==> src/rtl/i2c_rp_pkg.sv <==
package i2c_rp_pkg;
  typedef enum logic [3:0] {
    S_IDLE,   // bus free or transfer finished
    S_ADDR,   // receiving address byte
    S_ACKA,   // acknowledging address
    S_WORD,   // receiving pointer byte
    S_ACKW,   // acknowledging pointer byte
    S_WDATA,  // receiving data byte
    S_ACKD,   // acknowledging data byte
    S_RDATA,  // transmitting data byte
    S_RACK,   // master acknowledge clock
    S_SKIP    // not addressed: wait for START or STOP
  } rp_state_e;
endpackage

==> src/rtl/i2c_rp_sync.sv <==
module i2c_rp_sync #(
  parameter int SYNC_STAGES = 2
) (
  input  logic clk,
  input  logic rst_n,
  input  logic scl_i,
  input  logic sda_i,
  output logic rst_ns,
  output logic sda_s,
  output logic scl_rise,
  output logic scl_fall,
  output logic start,
  output logic stop
);
  localparam int LEN = SYNC_STAGES + 1;

  logic [1:0]     rst_q;
  logic [LEN-1:0] scl_q, sda_q;
  logic           scl_now, scl_old, sda_now, sda_old;

  // reset: asserted asynchronously, released after two clocks
  always_ff @(posedge clk or negedge rst_n) begin
    if (!rst_n) rst_q <= 2'b00;
    else        rst_q <= {rst_q[0], 1'b1};
  end
  assign rst_ns = rst_q[1];

  // synchronizer chain plus one history stage for edge detection
  always_ff @(posedge clk or negedge rst_n) begin
    if (!rst_n) begin
      scl_q <= '1;
      sda_q <= '1;
    end else begin
      scl_q <= {scl_q[LEN-2:0], scl_i};
      sda_q <= {sda_q[LEN-2:0], sda_i};
    end
  end

  assign scl_now = scl_q[LEN-2];
  assign scl_old = scl_q[LEN-1];
  assign sda_now = sda_q[LEN-2];
  assign sda_old = sda_q[LEN-1];

  assign sda_s    = sda_now;
  assign scl_rise = scl_now & ~scl_old;
  assign scl_fall = ~scl_now & scl_old;
  assign start    = scl_now & scl_old & sda_old & ~sda_now;
  assign stop     = scl_now & scl_old & ~sda_old & sda_now;
endmodule

==> src/rtl/i2c_rp_regfile.sv <==
module i2c_rp_regfile #(
  parameter int DEPTH = 8,
  localparam int AW   = $clog2(DEPTH)
) (
  input  logic          clk,
  input  logic          rst_n,
  input  logic          we,
  input  logic [AW-1:0] waddr,
  input  logic [7:0]    wdata,
  input  logic [AW-1:0] raddr_a,
  output logic [7:0]    rdata_a,
  input  logic [AW-1:0] raddr_b,
  output logic [7:0]    rdata_b
);
  logic [7:0] mem [DEPTH];

  always_ff @(posedge clk or negedge rst_n) begin
    if (!rst_n) begin
      for (int i = 0; i < DEPTH; i++) mem[i] <= 8'h00;
    end else if (we) begin
      mem[waddr] <= wdata;
    end
  end

  assign rdata_a = mem[raddr_a];
  assign rdata_b = mem[raddr_b];
endmodule

==> src/rtl/i2c_regptr_slave.sv <==
module i2c_regptr_slave #(
  parameter logic [6:0] SLAVE_ADDR = 7'h50,
  parameter int         DEPTH      = 8,
  localparam int        AW         = $clog2(DEPTH)
) (
  input  logic          clk,
  input  logic          rst_n,
  input  logic          scl_i,
  input  logic          sda_i,
  output logic          sda_oe,
  input  logic [AW-1:0] dbg_addr,
  output logic [7:0]    dbg_data
);
  import i2c_rp_pkg::*;

  localparam logic [AW-1:0] PTR_LAST = AW'(DEPTH - 1);

  logic rst_ns, sda_s, scl_rise, scl_fall, start, stop;

  rp_state_e     st, st_n;
  logic [3:0]    cnt, cnt_n;
  logic [7:0]    sh, sh_n, tx, tx_n, rd_ptr;
  logic [AW-1:0] ptr, ptr_n, ptr_inc;
  logic          oe, oe_n, rw, rw_n, mack, mack_n, mem_we;

  i2c_rp_sync #(.SYNC_STAGES(2)) u_sync (
    .clk(clk), .rst_n(rst_n), .scl_i(scl_i), .sda_i(sda_i),
    .rst_ns(rst_ns), .sda_s(sda_s), .scl_rise(scl_rise),
    .scl_fall(scl_fall), .start(start), .stop(stop)
  );

  i2c_rp_regfile #(.DEPTH(DEPTH)) u_mem (
    .clk(clk), .rst_n(rst_ns), .we(mem_we), .waddr(ptr), .wdata(sh),
    .raddr_a(ptr), .rdata_a(rd_ptr), .raddr_b(dbg_addr), .rdata_b(dbg_data)
  );

  assign ptr_inc = (ptr == PTR_LAST) ? '0 : ptr + 1'b1;

  // next-state logic
  always_comb begin
    st_n   = st;
    cnt_n  = cnt;
    sh_n   = sh;
    tx_n   = tx;
    ptr_n  = ptr;
    oe_n   = oe;
    rw_n   = rw;
    mack_n = mack;
    mem_we = 1'b0;
    if (stop) begin
      st_n = S_IDLE;
      oe_n = 1'b0;
    end else if (start) begin
      st_n  = S_ADDR;
      cnt_n = 4'd0;
      oe_n  = 1'b0;
    end else begin
      case (st)
        S_ADDR, S_WORD, S_WDATA: begin
          if (scl_rise && cnt != 4'd8) begin
            sh_n  = {sh[6:0], sda_s};
            cnt_n = cnt + 4'd1;
          end else if (scl_fall && cnt == 4'd8) begin
            cnt_n = 4'd0;
            if (st == S_ADDR) begin
              if (sh[7:1] == SLAVE_ADDR) begin
                oe_n = 1'b1;
                rw_n = sh[0];
                st_n = S_ACKA;
              end else begin
                st_n = S_SKIP;
              end
            end else if (st == S_WORD) begin
              ptr_n = sh[AW-1:0];
              oe_n  = 1'b1;
              st_n  = S_ACKW;
            end else begin
              mem_we = 1'b1;
              oe_n   = 1'b1;
              st_n   = S_ACKD;
            end
          end
        end
        S_ACKA: if (scl_fall) begin
          if (rw) begin
            st_n  = S_RDATA;
            tx_n  = rd_ptr;
            oe_n  = ~rd_ptr[7];
            cnt_n = 4'd0;
          end else begin
            oe_n = 1'b0;
            st_n = S_WORD;
          end
        end
        S_ACKW: if (scl_fall) begin
          oe_n = 1'b0;
          st_n = S_WDATA;
        end
        S_ACKD: if (scl_fall) begin
          oe_n  = 1'b0;
          ptr_n = ptr_inc;
          st_n  = S_WDATA;
        end
        S_RDATA: if (scl_fall) begin
          if (cnt == 4'd7) begin
            oe_n = 1'b0;
            st_n = S_RACK;
          end else begin
            tx_n  = {tx[6:0], 1'b0};
            oe_n  = ~tx[6];
            cnt_n = cnt + 4'd1;
          end
        end
        S_RACK: begin
          if (scl_rise) begin
            mack_n = ~sda_s;
            if (!sda_s) ptr_n = ptr_inc;
          end else if (scl_fall) begin
            if (mack) begin
              st_n  = S_RDATA;
              tx_n  = rd_ptr;
              oe_n  = ~rd_ptr[7];
              cnt_n = 4'd0;
            end else begin
              st_n = S_SKIP;
            end
          end
        end
        default: ;
      endcase
    end
  end

  // state registers
  always_ff @(posedge clk or negedge rst_ns) begin
    if (!rst_ns) begin
      st   <= S_IDLE;
      cnt  <= 4'd0;
      sh   <= 8'h00;
      tx   <= 8'h00;
      ptr  <= '0;
      oe   <= 1'b0;
      rw   <= 1'b0;
      mack <= 1'b0;
    end else begin
      st   <= st_n;
      cnt  <= cnt_n;
      sh   <= sh_n;
      tx   <= tx_n;
      ptr  <= ptr_n;
      oe   <= oe_n;
      rw   <= rw_n;
      mack <= mack_n;
    end
  end

  assign sda_oe = oe;

  // a slave that is idle or not addressed never pulls SDA
  p_released_when_unaddressed_r3: assert property (@(posedge clk) disable iff (!rst_ns)
    (st == S_IDLE || st == S_SKIP) |-> !sda_oe);

  // a START always restarts address reception with SDA released
  p_start_restarts_r11: assert property (@(posedge clk) disable iff (!rst_ns)
    start |=> (st == S_ADDR && !sda_oe));

  // a master NACK leaves the pointer untouched
  p_nack_keeps_ptr_r9: assert property (@(posedge clk) disable iff (!rst_ns)
    (st == S_RACK && scl_rise && sda_s) |=> $stable(ptr));

  // a complete data byte is acknowledged on the following clock
  p_ack_after_data_r5: assert property (@(posedge clk) disable iff (!rst_ns)
    (st == S_WDATA && scl_fall && cnt == 4'd8 && !start && !stop) |=> sda_oe);

  // pointer wraps from the last location to zero after a write ack
  p_ptr_wrap_r6: assert property (@(posedge clk) disable iff (!rst_ns)
    (st == S_ACKD && scl_fall && ptr == PTR_LAST && !start && !stop) |=> (ptr == '0));
endmodule

==> config.mk <==
export PLATFORM = sky130hd
export DESIGN_NAME = i2c_regptr_slave
export DESIGN_NICKNAME = d
export VERILOG_FILES = /design/src/rtl/i2c_rp_pkg.sv /design/src/rtl/i2c_rp_sync.sv /design/src/rtl/i2c_rp_regfile.sv /design/src/rtl/i2c_regptr_slave.sv
export SDC_FILE = /design/constraint.sdc
export NUM_CORES = 1
export LEC_CHECK = 0
export ABC_CLOCK_PERIOD_IN_PS = 3900
export BUFFER_PORTS_ARGS = -buffer_cell sky130_fd_sc_hd__buf_2
export CAP_MARGIN = 15
export CORE_MARGIN = 4
export CORE_UTILIZATION = 45
export CTS_CLUSTER_DIAMETER = 150
export CTS_CLUSTER_SIZE = 20
export DETAILED_ROUTE_END_ITERATION = 7
export PLACE_DENSITY = 0.61
export SYNTH_ARGS = -nofsm -noshare
export SYNTH_HDL_FRONTEND = slang
export SYNTH_SLANG_ARGS = --single-unit
==> constraint.sdc <==
create_clock -name clk -period 3.9 [get_ports clk]
set_clock_uncertainty 0.05 [all_clocks]
set_input_delay 0.585 -clock clk [delete_from_list [all_inputs] [get_ports clk]]
set_output_delay 0.585 -clock clk [all_outputs]
set_load 0.01 [all_outputs]
# ---- After elaboration in Yosys (flattened, before gate mapping)
# Index checks and enable logic that the tools add are counted.
dict set report classes {
  n_mux 75
  eq_ne 45
  bitwise_logic 18
  addsub 2
  reduce_logical 17
  n_lt_le_gt_ge 3
}
# op count
set op_table {}
lappend op_table {{$mux 4} 23}
lappend op_table {{$bwmux 64} 1}
lappend op_table {{$mux 7} 7}
lappend op_table {{$bmux 8 s3} 2}
lappend op_table {{$mux 8} 5}
lappend op_table {{$ne 4x4->1 const B} 10}
lappend op_table {{$reduce_and 10->1} 4}
lappend op_table {{$ne 2x2->1 const B} 14}
lappend op_table {{$mux 3} 9}
lappend op_table {{$demux 8 s3} 1}
lappend op_table {{$mux 1} 21}
lappend op_table {{$ne 3x3->1 const B} 7}
lappend op_table {{$pmux 7 s3} 1}
lappend op_table {{$eq 4x3->1 const B} 5}
lappend op_table {{$pmux 4 s5} 1}
lappend op_table {{$pmux 4 s4} 1}
lappend op_table {{$not 1->1} 9}
lappend op_table {{$pmux 3 s3} 1}
lappend op_table {{$reduce_and 9->1} 1}
lappend op_table {{$eq 4x2->1 const B} 2}
lappend op_table {{$eq 4x4->1 const B} 2}
lappend op_table {{$ge 4x4->1 const B} 2}
lappend op_table {{$not 3->4} 2}
lappend op_table {{$reduce_and 4->1} 2}
lappend op_table {{other kinds (18)} 27}
dict set report totals {
  word_cells 179
  reg_bits 101
  inputBits 7
}

# ---- Logic depth before layout (Yosys ltp)
# Gate-level depths: netlist (run 1).
dict set report logic_depth {
  ltp_word 11
  mapped_depth 9
  ltp_nobuf 8
}

# ---- Hierarchy
# A second synthesis (run 1) with hierarchy kept.
dict set report hier_totals {
  hier_cells 410
  area_unflattened_um2 5684.2
}
# module area_per_inst_um2 instances cells_per_inst
set by_module_without_submodules {}
lappend by_module_without_submodules {i2c_rp_regfile 3539.6 1 201}
lappend by_module_without_submodules {i2c_regptr_slave 1900.6 1 196}
lappend by_module_without_submodules {i2c_rp_sync 244.0 1 13}

# ---- Worst setup path after synthesis (run 1)
# Ideal clock, no wire load.
dict set report synth_timing {
  path_type {in2out}
  startpoint {input port dbg_addr[0]}
  endpoint {output port dbg_data[2]}
  required_time_ns 3.265
  slack_ns 1.153
  n_path_buf 2
  arrival_time_ns 2.112
  stages 4
  path_cell_list {clkbuf_1 buf_2 mux4_2 mux2_2}
}
dict set report synth_between {
  elab_chain_cells 4
}
# item line_no
set synth_rtl {}
lappend synth_rtl {{start: declaration} i2c_regptr_slave.sv:11} ;# input logic [AW-1:0] dbg_addr,
lappend synth_rtl {{$not 3->4 (not written as such)} i2c_rp_regfile.sv:26} ;# assign rdata_b = mem[raddr_b];
lappend synth_rtl {{$bmux 8 s3} i2c_rp_regfile.sv:26}
lappend synth_rtl {{$mux 8 (not written as such) (2 in a row)} i2c_rp_regfile.sv:26}
lappend synth_rtl {{end: declaration} i2c_regptr_slave.sv:12} ;# output logic [7:0] dbg_data
# No other way between the ends. The select of a mux whose other input is x is not followed.

# ---- Final worst setup path (run 1)
dict set report layout_timing {
  startpoint {register st[1]}
  endpoint {register cnt[0]}
}
dict set report layout_between {
  elab_chain_cells 4
  elab_cells_between_ends 19
  cone_classes {eq/ne: 14; mux: 2; reduce/logical: 3}
}
# item line_no
set layout_rtl {}
lappend layout_rtl {{start: declaration} i2c_regptr_slave.sv:20} ;# rp_state_e st, st_n;
lappend layout_rtl {{start signal: assignment} i2c_regptr_slave.sv:146} ;# st <= st_n;
lappend layout_rtl {{$eq 4x1->1 (tied with other cells)} i2c_regptr_slave.sv:58} ;# case (st)
lappend layout_rtl {{$reduce_or 3->1} i2c_regptr_slave.sv:58}
lappend layout_rtl {{$ne 4x4->1 (no line) (tied with other cells)} n/a}
lappend layout_rtl {{$reduce_and 10->1 (no line) or $mux 4 (tied branches)} n/a}
lappend layout_rtl {{end signal: assignment} i2c_regptr_slave.sv:147} ;# cnt <= cnt_n;
lappend layout_rtl {{end: declaration} i2c_regptr_slave.sv:21} ;# logic [3:0] cnt, cnt_n;
# Several ways; a longest one is shown, not always the timed one.
# A chain may end at the register's enable or synchronous reset.

==> results.sh, run 1 <==
export IMPL_synthesis_area_per_instance_sq_um=11.87
export IMPL_power_frac_seq_pct=42.8
export IMPL_power_switching_mw=1.270
export IMPL_num_vias=3839
export IMPL_regToRegEndpoint="cnt[0]"
export IMPL_post_route_period_util_pct=72.07
export IMPL_grt_max_degree=78
export IMPL_synth_compound_area_share_pct=10.99
export IMPL_drt_pre_antenna_iters=4
export IMPL_wl_per_cell_microns=20.43
export IMPL_detailedRoute_firstIterationViolations=324
export IMPL_grt_first_pass_wirelength_microns=21910
export IMPL_cts_made_buffers=9
export IMPL_finalSetupViolCount=0
export IMPL_clock_insertion_delay_worst_skew_ns=0.36
export IMPL_path_max_fanout=19
export IMPL_synth_main_ff_cell="dfrtp_1"
export IMPL_finalWorstPathRequiredPeriod_ns=2.811
export IMPL_postRouteAntennaNets=0
export IMPL_rr_startpoint="st[1]"
export IMPL_chipWidth_microns=119.1
export IMPL_static_leakage_power_nw=2.728
export IMPL_synth_async_sr_flop_share_pct=100.0
export IMPL_port_buffers=15
export IMPL_grt_setup_unrepaired="false"
export IMPL_post_synth_most_frequent_cells="dfrtp_1 (95), mux2_2 (93), o21ai_0 (26)"
export IMPL_io_pins=16
export IMPL_cts_root_buffer_cell="clkbuf_16"
export IMPL_worst_ep_required_time_ns=4.09
export IMPL_clock_power_share_pct=27.7
export IMPL_route_final_wire_length_microns=13050
export IMPL_worstSetupPathType="reg2reg"
export IMPL_ff2ff_setup_slack_ns=1.09
export IMPL_number_of_enable_type_register_cells_in_the_synthesized_netlist=0
export IMPL_finalHoldViolations=0
export IMPL_syn_instance_count=468
export IMPL_design_area_sq_mm=0.006057
export IMPL_clock_fmax_mhz=355.8
export IMPL_synthToLayoutAreaGrowth_pct=9.007
export IMPL_antenna_diode_count=0
export IMPL_worstRegToRegCells=6
export IMPL_antenna_found_initial=0
export IMPL_power_density_cell_area_mw_per_mm2=554.4
export IMPL_internal_power_mw=2.088
export IMPL_tritoncts_sink_count=101
export IMPL_synth_cell_types=54
export IMPL_pre_cts_ws_ns=1.108
export IMPL_initial_utilization_pct=46.07
export IMPL_cts_htree_levels=3
export IMPL_netlist_top_cell_by_area="dfrtp_1"
export IMPL_synth_ff_latch_count=101
export IMPL_synthDominantCellAreaShare_pct=42.78
export IMPL_max_vdd_ir_drop_mv=0.3256
export IMPL_clock_tree_from_tritoncts="done"
export IMPL_maxCapViolCount=0
export IMPL_cts_setup_buffers=0
export IMPL_finalSetupTns_ns=0
export IMPL_yosys_area_share_simple_pct=9.908
export IMPL_synth_top_family_by_area="multiplexers"
export IMPL_cts_root_to_sink_buffers=2
export IMPL_route_detailed_vias_per_inst=6.008
export IMPL_routabilityCongestion=0.9015
export IMPL_final_layout_size_suffix_gt1_share_pct=34.18
export IMPL_syn_nets=479
export IMPL_cts_hold_repair_buffers=0
export IMPL_synth_mux_area_share_pct=29.59
export IMPL_maxSlewHeadroom_pct=33.34
export IMPL_overflow=0
export IMPL_synth_top_cells_by_area="dfrtp_1 (43%), mux2_2 (19%), mux4_2 (7.3%)"
export IMPL_synth_warning_count=0
export IMPL_synth_adder_area_share_pct=0.9007
export IMPL_synth_most_common_cell="dfrtp_1"
export IMPL_rows=40
export IMPL_grt_pass1_vias=3926
export IMPL_worstSetupStartpointType="flip-flop"
export IMPL_cts_clk_slew_worst_paths_ns=0.07
export IMPL_postCtsResizedCells=0
export IMPL_arr_time_crit_path_ns=3.00
export IMPL_core_area_sq_mm=0.01206
export IMPL_parity_gate_share_of_the_synthesized_area_counting_xor_and_xnor_cells_pct=0.1576
export IMPL_min_delay_path_class="in2async"
export IMPL_slew_violations=0
export IMPL_outcome="finished, final reports clean"
export IMPL_chipHeight_microns=119.1
export IMPL_drc=0
export IMPL_worst_slew_pin_transition_ns=1.000
export IMPL_pwr_share_comb_pct=29.5
export IMPL_cp_end_kind="flip-flop"
export IMPL_synth_seq_area_share_pct=45.62
export IMPL_postLayoutSetupSlackWorst_ns=1.089
export IMPL_track_usage_pct=19.73
export IMPL_synthesis_area_sq_mm=0.005557
export IMPL_power_switching_fraction_pct=37.82
export IMPL_dieArea_sq_mm=0.01419
export IMPL_fin_nets=477
export IMPL_dp_hpwl_microns=8694
export IMPL_placed_area_sq_mm=0.005752
-- placed cells by master, fill, tap and decap left out, types with 7 or more instances in the layout --
cell	n
a221oi_1	7
dfrtp_1	94
nand2b_1	7
mux2_2	93
nor2b_1	8
buf_2	15
mux4_2	18
o22ai_1	8
clkbuf_16	9
o21ai_0	26
a21oi_1	18
nor2_1	20
nand2_1	24
mux2i_1	18
-- sequential cells by signal (all words and copies together) (netlist names), 2 cells and up --
name          cells
u_sync.rst_q      2
u_mem.mem        64
u_sync.scl_q      3
sh                8
u_sync.sda_q      3
ptr               3
st                4
cnt               4
tx                7
-- critical path: stages, from the launching register on --
cell      delay [ns]
dfrtp_1         0.71
nand4b_1        0.62
mux2i_1         0.35
a221oi_1        0.08
o32ai_1         0.30
or3_1           0.23
mux2_2          0.34
-- metal layers --
metal	routed length, microns	GRT usage, %	vias to the layer above
met3	612	5.366	21
li1	-	-	1755
met1	5995	26.99	1968
met2	6213	30.77	95
met5	0	0	-
met4	232	5.865	0
-- logic make-up after synthesis --
| family | Yosys count |
|---|---|
| mux | 130 |
| flops | 101 |
| simple gates | 97 |
| compound gates | 95 |
| buf+inv | 39 |
| fa+ha+maj | 4 |
| other cells | 1 |
| xor+xnor | 1 |
-- worst max path at each step --
stage	start	cells after the start	slack [ns]	endpoint
after CTS	cnt[0]	7	1.10	u_mem.mem[8]
after floorplan	u_sync.rst_q[1]	0	1.01	cnt[0]
after detailed placement	cnt[0]	7	1.11	u_mem.mem[12]
after global routing	st[1]	6	0.92	cnt[0]
after global placement	st[1]	6	1.12	cnt[0]
final	st[1]	6	1.09	cnt[0]
-- per-stage QoR --
stage          power [mW]  hold slack (ns)  instances  util (%)
4_1_cts             3.376         0.004022        639     50.22
3_3_place_gp        2.425           0.2826        623     47.69
5_1_grt             3.580          0.01767        639     50.22
3_5_place_dp        2.434           0.2855        623     47.69
6_report            3.358          0.01170        639     50.22
2_1_floorplan       2.157           0.2394        468         -
-- power groups by stage --
stage / Sequential [mW] / Clock (mW) / Combinational [mW]
3_3_place_gp: 1.45 / 0 / 0.972
4_1_cts: 1.43 / 0.957 / 0.984
6_report: 1.44 / 0.930 / 0.989
2_1_floorplan: 1.25 / 0 / 0.906
5_1_grt: 1.48 / 1.00 / 1.10
3_5_place_dp: 1.46 / 0 / 0.979
-- area by class of cell --
cell class              instances  area, sq um
fillers                      1057         6005
multi-input cells             328         2868
flip-flops and latches        101         2539
clock buffers                  10        229.0
well taps                     168        210.2
repair buffers                 20        112.6
clock inverters                 6        76.32
inverters                       6        22.52
(Power assumes the default switching activity.)
==> run 2: changes to the inputs <==
--- a/config.mk
+++ b/config.mk
@@ -5,7 +5,7 @@
 export SDC_FILE = /design/constraint.sdc
 export NUM_CORES = 1
 export LEC_CHECK = 0
-export ABC_CLOCK_PERIOD_IN_PS = 3900
+export ABC_CLOCK_PERIOD_IN_PS = 2600
 export BUFFER_PORTS_ARGS = -buffer_cell sky130_fd_sc_hd__buf_2
 export CAP_MARGIN = 15
 export CORE_MARGIN = 4
==> constraint.sdc (replaced) <==
create_clock -name clk -period 2.6 [get_ports clk]
set_clock_uncertainty 0.05 [all_clocks]
set_input_delay 0.39 -clock clk [delete_from_list [all_inputs] [get_ports clk]]
set_output_delay 0.39 -clock clk [all_outputs]
set_load 0.01 [all_outputs]
==> results.sh, run 2 (same netlist as run 1, synthesis figures left out) <==
export IMPL_outcome="finished, final reports clean"
export IMPL_grt_first_pass_wirelength_microns=22340
export IMPL_largest_register_ffs=64
export IMPL_track_usage_pct=20.32
export IMPL_static_leakage_power_nw=2.839
export IMPL_critPathSlowestCell="nand2_1"
export IMPL_maxCapViolCount=0
export IMPL_overflow=0
export IMPL_cts_clk_slew_worst_paths_ns=0.07
export IMPL_layoutNonFillerInstCount=659
export IMPL_power_density_cell_area_mw_per_mm2=835.7
export IMPL_max_stage_delay_ns=0.50
export IMPL_worst_ep_required_time_ns=2.80
export IMPL_route_detailed_vias_per_inst=6.017
export IMPL_finalWorstPathRequiredPeriod_ns=2.485
export IMPL_drc=0
export IMPL_min_delay_path_class="in2reg"
export IMPL_finalSetupViolCount=0
export IMPL_top_regs="u_mem.mem x64, sh x8, tx x7"
export IMPL_core_area_sq_mm=0.01206
export IMPL_post_route_period_util_pct=95.59
export IMPL_slew_violations=0
export IMPL_postRouteAntennaNets=0
export IMPL_synthToLayoutAreaGrowth_pct=12.52
export IMPL_mostFrequentLayoutCells="dfrtp_1 (94), mux2_2 (93), o21ai_0 (26)"
export IMPL_clock_fmax_mhz=402.3
export IMPL_worst_slew_pin_transition_ns=0.6086
export IMPL_arr_time_crit_path_ns=2.68
export IMPL_chipHeight_microns=119.1
export IMPL_initial_utilization_pct=46.07
export IMPL_antenna_diode_count=0
export IMPL_top_register="u_mem.mem"
export IMPL_cts_htree_levels=3
export IMPL_cp_end_kind="flip-flop"
export IMPL_tritoncts_sink_count=101
export IMPL_placed_cells_incl_taps=642
export IMPL_fin_nets=497
export IMPL_groute_layer_met3_usage_pct=5.318
export IMPL_io_pins=16
export IMPL_num_vias=3965
export IMPL_cts_setup_buffers=0
export IMPL_grt_setup_unrepaired="true"
export IMPL_grt_pass1_vias=4079
export IMPL_dp_hpwl_microns=9297
export IMPL_met1_usage_grt_pct=26.97
export IMPL_cp_cell_sequence="inv_1, ha_1, and3b_2, nand2b_4, nor4_2, nand2_1, mux2_2"
export IMPL_detailedRoute_firstIterationViolations=323
export IMPL_drt_pre_antenna_iters=5
export IMPL_cts_root_buffer_cell="clkbuf_16"
export IMPL_routabilityCongestion=0.8999
export IMPL_grt_max_degree=60
export IMPL_gr_usage_met2_pct=32.14
export IMPL_cts_root_to_sink_buffers=2
export IMPL_path_max_fanout=8
export IMPL_worstSetupStartpointType="flip-flop"
export IMPL_final_util_pct=51.84
export IMPL_max_vdd_ir_drop_mv=0.6633
export IMPL_chipWidth_microns=119.1
export IMPL_dieArea_sq_mm=0.01419
export IMPL_grt_most_used_layer="met2"
export IMPL_antenna_found_initial=0
export IMPL_design_area_sq_mm=0.006252
export IMPL_final_layout_size_suffix_gt1_share_pct=37.27
export IMPL_most_common_cell_after_layout_fill_and_taps_aside="dfrtp_1"
export IMPL_clock_tree_from_tritoncts="done"
export IMPL_maxSlewHeadroom_pct=59.06
export IMPL_rows=40
export IMPL_finalHoldViolations=0
export IMPL_clock_insertion_delay_worst_skew_ns=0.36
export IMPL_wl_per_cell_microns=20.62
export IMPL_hold_slack_ns=0.08003
export IMPL_route_final_wire_length_microns=13590
export IMPL_port_buffers=15
export IMPL_placed_area_sq_mm=0.005919
export IMPL_worstSetupPathType="reg2reg"
export IMPL_cts_made_buffers=9
[run 2: cell types whose count changed in the layout (fill, tap and decap cells not counted)]
cell / previous run / this run
nand2_2: 0 / 1
clkinv_4: 2 / 1
dlygate4sd3_1: 0 / 1
clkinvlp_4: 0 / 1
or4_1: 1 / 0
clkinv_8: 0 / 1
buf_4: 5 / 22
or4_4: 0 / 1
clkbuf_1: 1 / 0
nand2_1: 24 / 23
buf_12: 0 / 2
[run 2: layer usage]
| layer | up-vias | share of wire [%] | wire, microns |
|---|---|---|---|
| met2 | 129 | 49 | 6606 |
| met3 | 22 | 5.5 | 745 |
| met5 | - | 0 | 0 |
| met4 | 0 | 2.5 | 341 |
| met1 | 2021 | 43 | 5897 |
| li1 | 1793 | - | - |
[run 2: power breakdown]
part	total (mW)	switching [mW]	internal, mW	leakage (nW)
clock network	1.42	0.652	0.770	0.151
registers	2.03	0.299	1.73	1.36
logic	1.77	1.02	0.754	1.33
[run 2: final timing paths]
kind,to,from,cells after the start,slack (ns)
worst max-delay path,u_mem.mem[1],cnt[1],7,0.11
worst min-delay path,u_sync.sda_q[0],sda_i,1,0.08
worst max register to register,u_mem.mem[1],cnt[1],7,0.11
worst min register to register,st[2],u_sync.rst_q[1],0,0.25
max in group asynchronous,sh[2],u_sync.rst_q[1],1,1.56
min in group asynchronous,st[2],u_sync.rst_q[1],0,0.25
[run 2: stage by stage]
stage / total power, mW / setup TNS, ns / worst slack (ns)
finish: 5.225 / 0 / 0.1146
global route: 5.555 / -0.8608 / -0.07948
CTS: 5.251 / 0 / 0.01262
detailed placement: 3.810 / 0 / 0.02952
global placement: 3.794 / 0 / 0.06215
floorplan: 3.235 / 0 / 0.2434
[run 2: layout make-up]
type | count | area [sq um]
clock inverters | 7 | 91.34
flip-flops and latches | 101 | 2539
multi-input cells | 328 | 2874
fillers | 1061 | 5809
repair buffers | 40 | 290.3
inverters | 6 | 22.52
well taps | 168 | 210.2
clock buffers | 9 | 225.2
[run 2: critical path: cells and delay by family (launching register included)]
kind                       cells  cell delay [ns]
muxes                          1             0.42
and+or+nand+nor                4             1.28
buffers and inverters          1             0.08
DFF                            1             0.43
adders and majority gates      1             0.12
[run 2: what timing repair did]
action / 4_1_cts / 5_1_grt
hold buffers: 1 / 0
setup endpoints to repair: 0 / 45
hold endpoints to repair: 2 / 0
gates resized for setup: 0 / 2
==> run 3: changes to the inputs <==
--- a/config.mk
+++ b/config.mk
@@ -8,6 +8,7 @@
 export ABC_CLOCK_PERIOD_IN_PS = 2600
 export BUFFER_PORTS_ARGS = -buffer_cell sky130_fd_sc_hd__buf_2
 export CAP_MARGIN = 15
+export CORE_ASPECT_RATIO = 1.4
 export CORE_MARGIN = 4
 export CORE_UTILIZATION = 45
 export CTS_CLUSTER_DIAMETER = 150
==> results.sh, run 3 (same netlist as run 1, synthesis figures left out) <==
export IMPL_outcome="finished, final reports clean"
export IMPL_cts_root_buffer_cell="clkbuf_16"
export IMPL_final_layout_size_suffix_gt1_share_pct=37.27
export IMPL_port_buffers=15
export IMPL_min_delay_path_class="in2reg"
export IMPL_synthToLayoutAreaGrowth_pct=11.21
export IMPL_clock_tree_from_tritoncts="done"
export IMPL_path_max_fanout=12
export IMPL_maxCapViolCount=0
export IMPL_multi_input_area_sq_mm=0.002872
export IMPL_pre_cts_ws_ns=0.1200
export IMPL_grt_pass1_vias=4055
export IMPL_wl_per_cell_microns=20.58
export IMPL_power_density_cell_area_mw_per_mm2=810.8
export IMPL_rows=47
export IMPL_fin_nets=497
export IMPL_clock_fmax_mhz=410.8
export IMPL_track_usage_pct=19.61
export IMPL_final_fill_count=1054
export IMPL_io_pins=16
export IMPL_finalSetupTns_ns=0
export IMPL_core_area_sq_mm=0.01194
export IMPL_num_vias=3928
export IMPL_initial_utilization_pct=46.55
export IMPL_top_regs="u_mem.mem x64, sh x8, tx x7"
export IMPL_worstRegToRegCells=6
export IMPL_antenna_found_initial=0
export IMPL_postRouteAntennaNets=0
export IMPL_drt_pre_antenna_iters=5
export IMPL_total_chip_power_mw=5.011
export IMPL_placed_cells_incl_taps=621
export IMPL_slew_violations=0
export IMPL_finalWorstPathRequiredPeriod_ns=2.434
export IMPL_max_vdd_ir_drop_mv=0.4565
export IMPL_postLayoutSetupSlackWorst_ns=0.1656
export IMPL_overflow=0
export IMPL_route_detailed_vias_per_inst=6.157
export IMPL_tritoncts_sink_count=101
export IMPL_static_leakage_power_nw=2.826
export IMPL_route_final_wire_length_microns=13130
export IMPL_worstSetupStartpointType="flip-flop"
export IMPL_cp_end_kind="flip-flop"
export IMPL_worst_ep_required_time_ns=2.77
export IMPL_chipHeight_microns=139.5
export IMPL_cts_root_to_sink_buffers=2
export IMPL_cts_clk_slew_worst_paths_ns=0.07
export IMPL_cts_made_buffers=9
export IMPL_cp_cell_sequence="nand4b_1, mux2i_1, a221oi_1, o32ai_1, or3_1, mux2_2"
export IMPL_grt_max_degree=38
export IMPL_sequential_cell_area_sq_mm=0.002540
export IMPL_layoutNonFillerInstCount=638
export IMPL_clock_insertion_delay_worst_skew_ns=0.34
export IMPL_chipWidth_microns=101.9
export IMPL_cts_htree_levels=3
export IMPL_grt_first_pass_wirelength_microns=21570
export IMPL_post_route_period_util_pct=93.63
export IMPL_mostFrequentLayoutCells="mux2_2 (93), dfrtp_1 (93), o21ai_0 (26)"
export IMPL_grt_setup_unrepaired="false"
export IMPL_drc=0
export IMPL_detailedRoute_firstIterationViolations=251
export IMPL_maxSlewHeadroom_pct=52.47
export IMPL_antenna_diode_count=0
export IMPL_dp_hpwl_microns=9367
export IMPL_hold_slack_ns=0.09325
export IMPL_dieArea_sq_mm=0.01422
export IMPL_max_stage_delay_ns=0.60
export IMPL_placed_area_sq_mm=0.005881
export IMPL_finalHoldViolations=0
export IMPL_routabilityCongestion=0.9834
export IMPL_arr_time_crit_path_ns=2.61
export IMPL_critPathSlowestCell="dfrtp_1"
export IMPL_design_area_sq_mm=0.006180
export IMPL_number_of_cells_on_the_worst_hold_path=1
export IMPL_finalSetupViolCount=0
export IMPL_top_register="u_mem.mem"
export IMPL_largest_register_ffs=64
export IMPL_worst_slew_pin_transition_ns=0.7064
export IMPL_worstSetupPathType="reg2reg"
export IMPL_final_util_pct=51.77
-- run 3: area by class of cell --
type,count,share of cell area [%]
multi-input combinational,328,46.47
sequential,101,41.10
timing repair buffer,40,4.495
clock buffer,10,3.867
tap,147,2.976
clock inverter,6,0.7289
inverter,6,0.3644
-- run 3: path summary, 6_finish.rpt --
path | startpoint | endpoint | slack [ns]
hold / removal | scl_i | u_sync.scl_q[0] | 0.09
setup reg to reg | st[0] | cnt[1] | 0.17
setup / recovery | st[0] | cnt[1] | 0.17
min in group asynchronous | u_sync.rst_q[1] | st[2] | 0.24
max in group asynchronous | u_sync.rst_q[1] | u_mem.mem[28] | 1.58
hold reg to reg | u_sync.rst_q[1] | st[2] | 0.24
-- run 3: repair_timing --
item | CTS | global route
hold buffers | 1 | 0
buffers inserted | 0 | 0
gates resized for setup | 0 | 2
setup endpoints to repair | 0 | 10
endpoints found under the hold margin | 2 | 0
-- run 3: routing by layer --
metal / global-route usage [%] / vias up / routed length, microns
li1: - / 1794 / -
met1: 25.96 / 2001 / 5615
met2: 32.21 / 107 / 6655
met3: 3.155 / 26 / 505
met4: 7.326 / 0 / 352
met5: 0 / - / 0
-- run 3: critical path: cells and delay by family, from the launching register on --
kind | cells | cell delay (ns)
flops | 1 | 0.60
simple gates | 2 | 0.66
compound gates | 2 | 0.40
mux | 2 | 0.61
-- run 3: power breakdown --
part	switching (mW)	leakage, nW	total, mW	internal, mW
sequential	0.342	1.36	2.08	1.73
combinational	0.936	1.33	1.65	0.716
clock	0.599	0.144	1.28	0.684
total	1.88	2.83	5.01	3.13
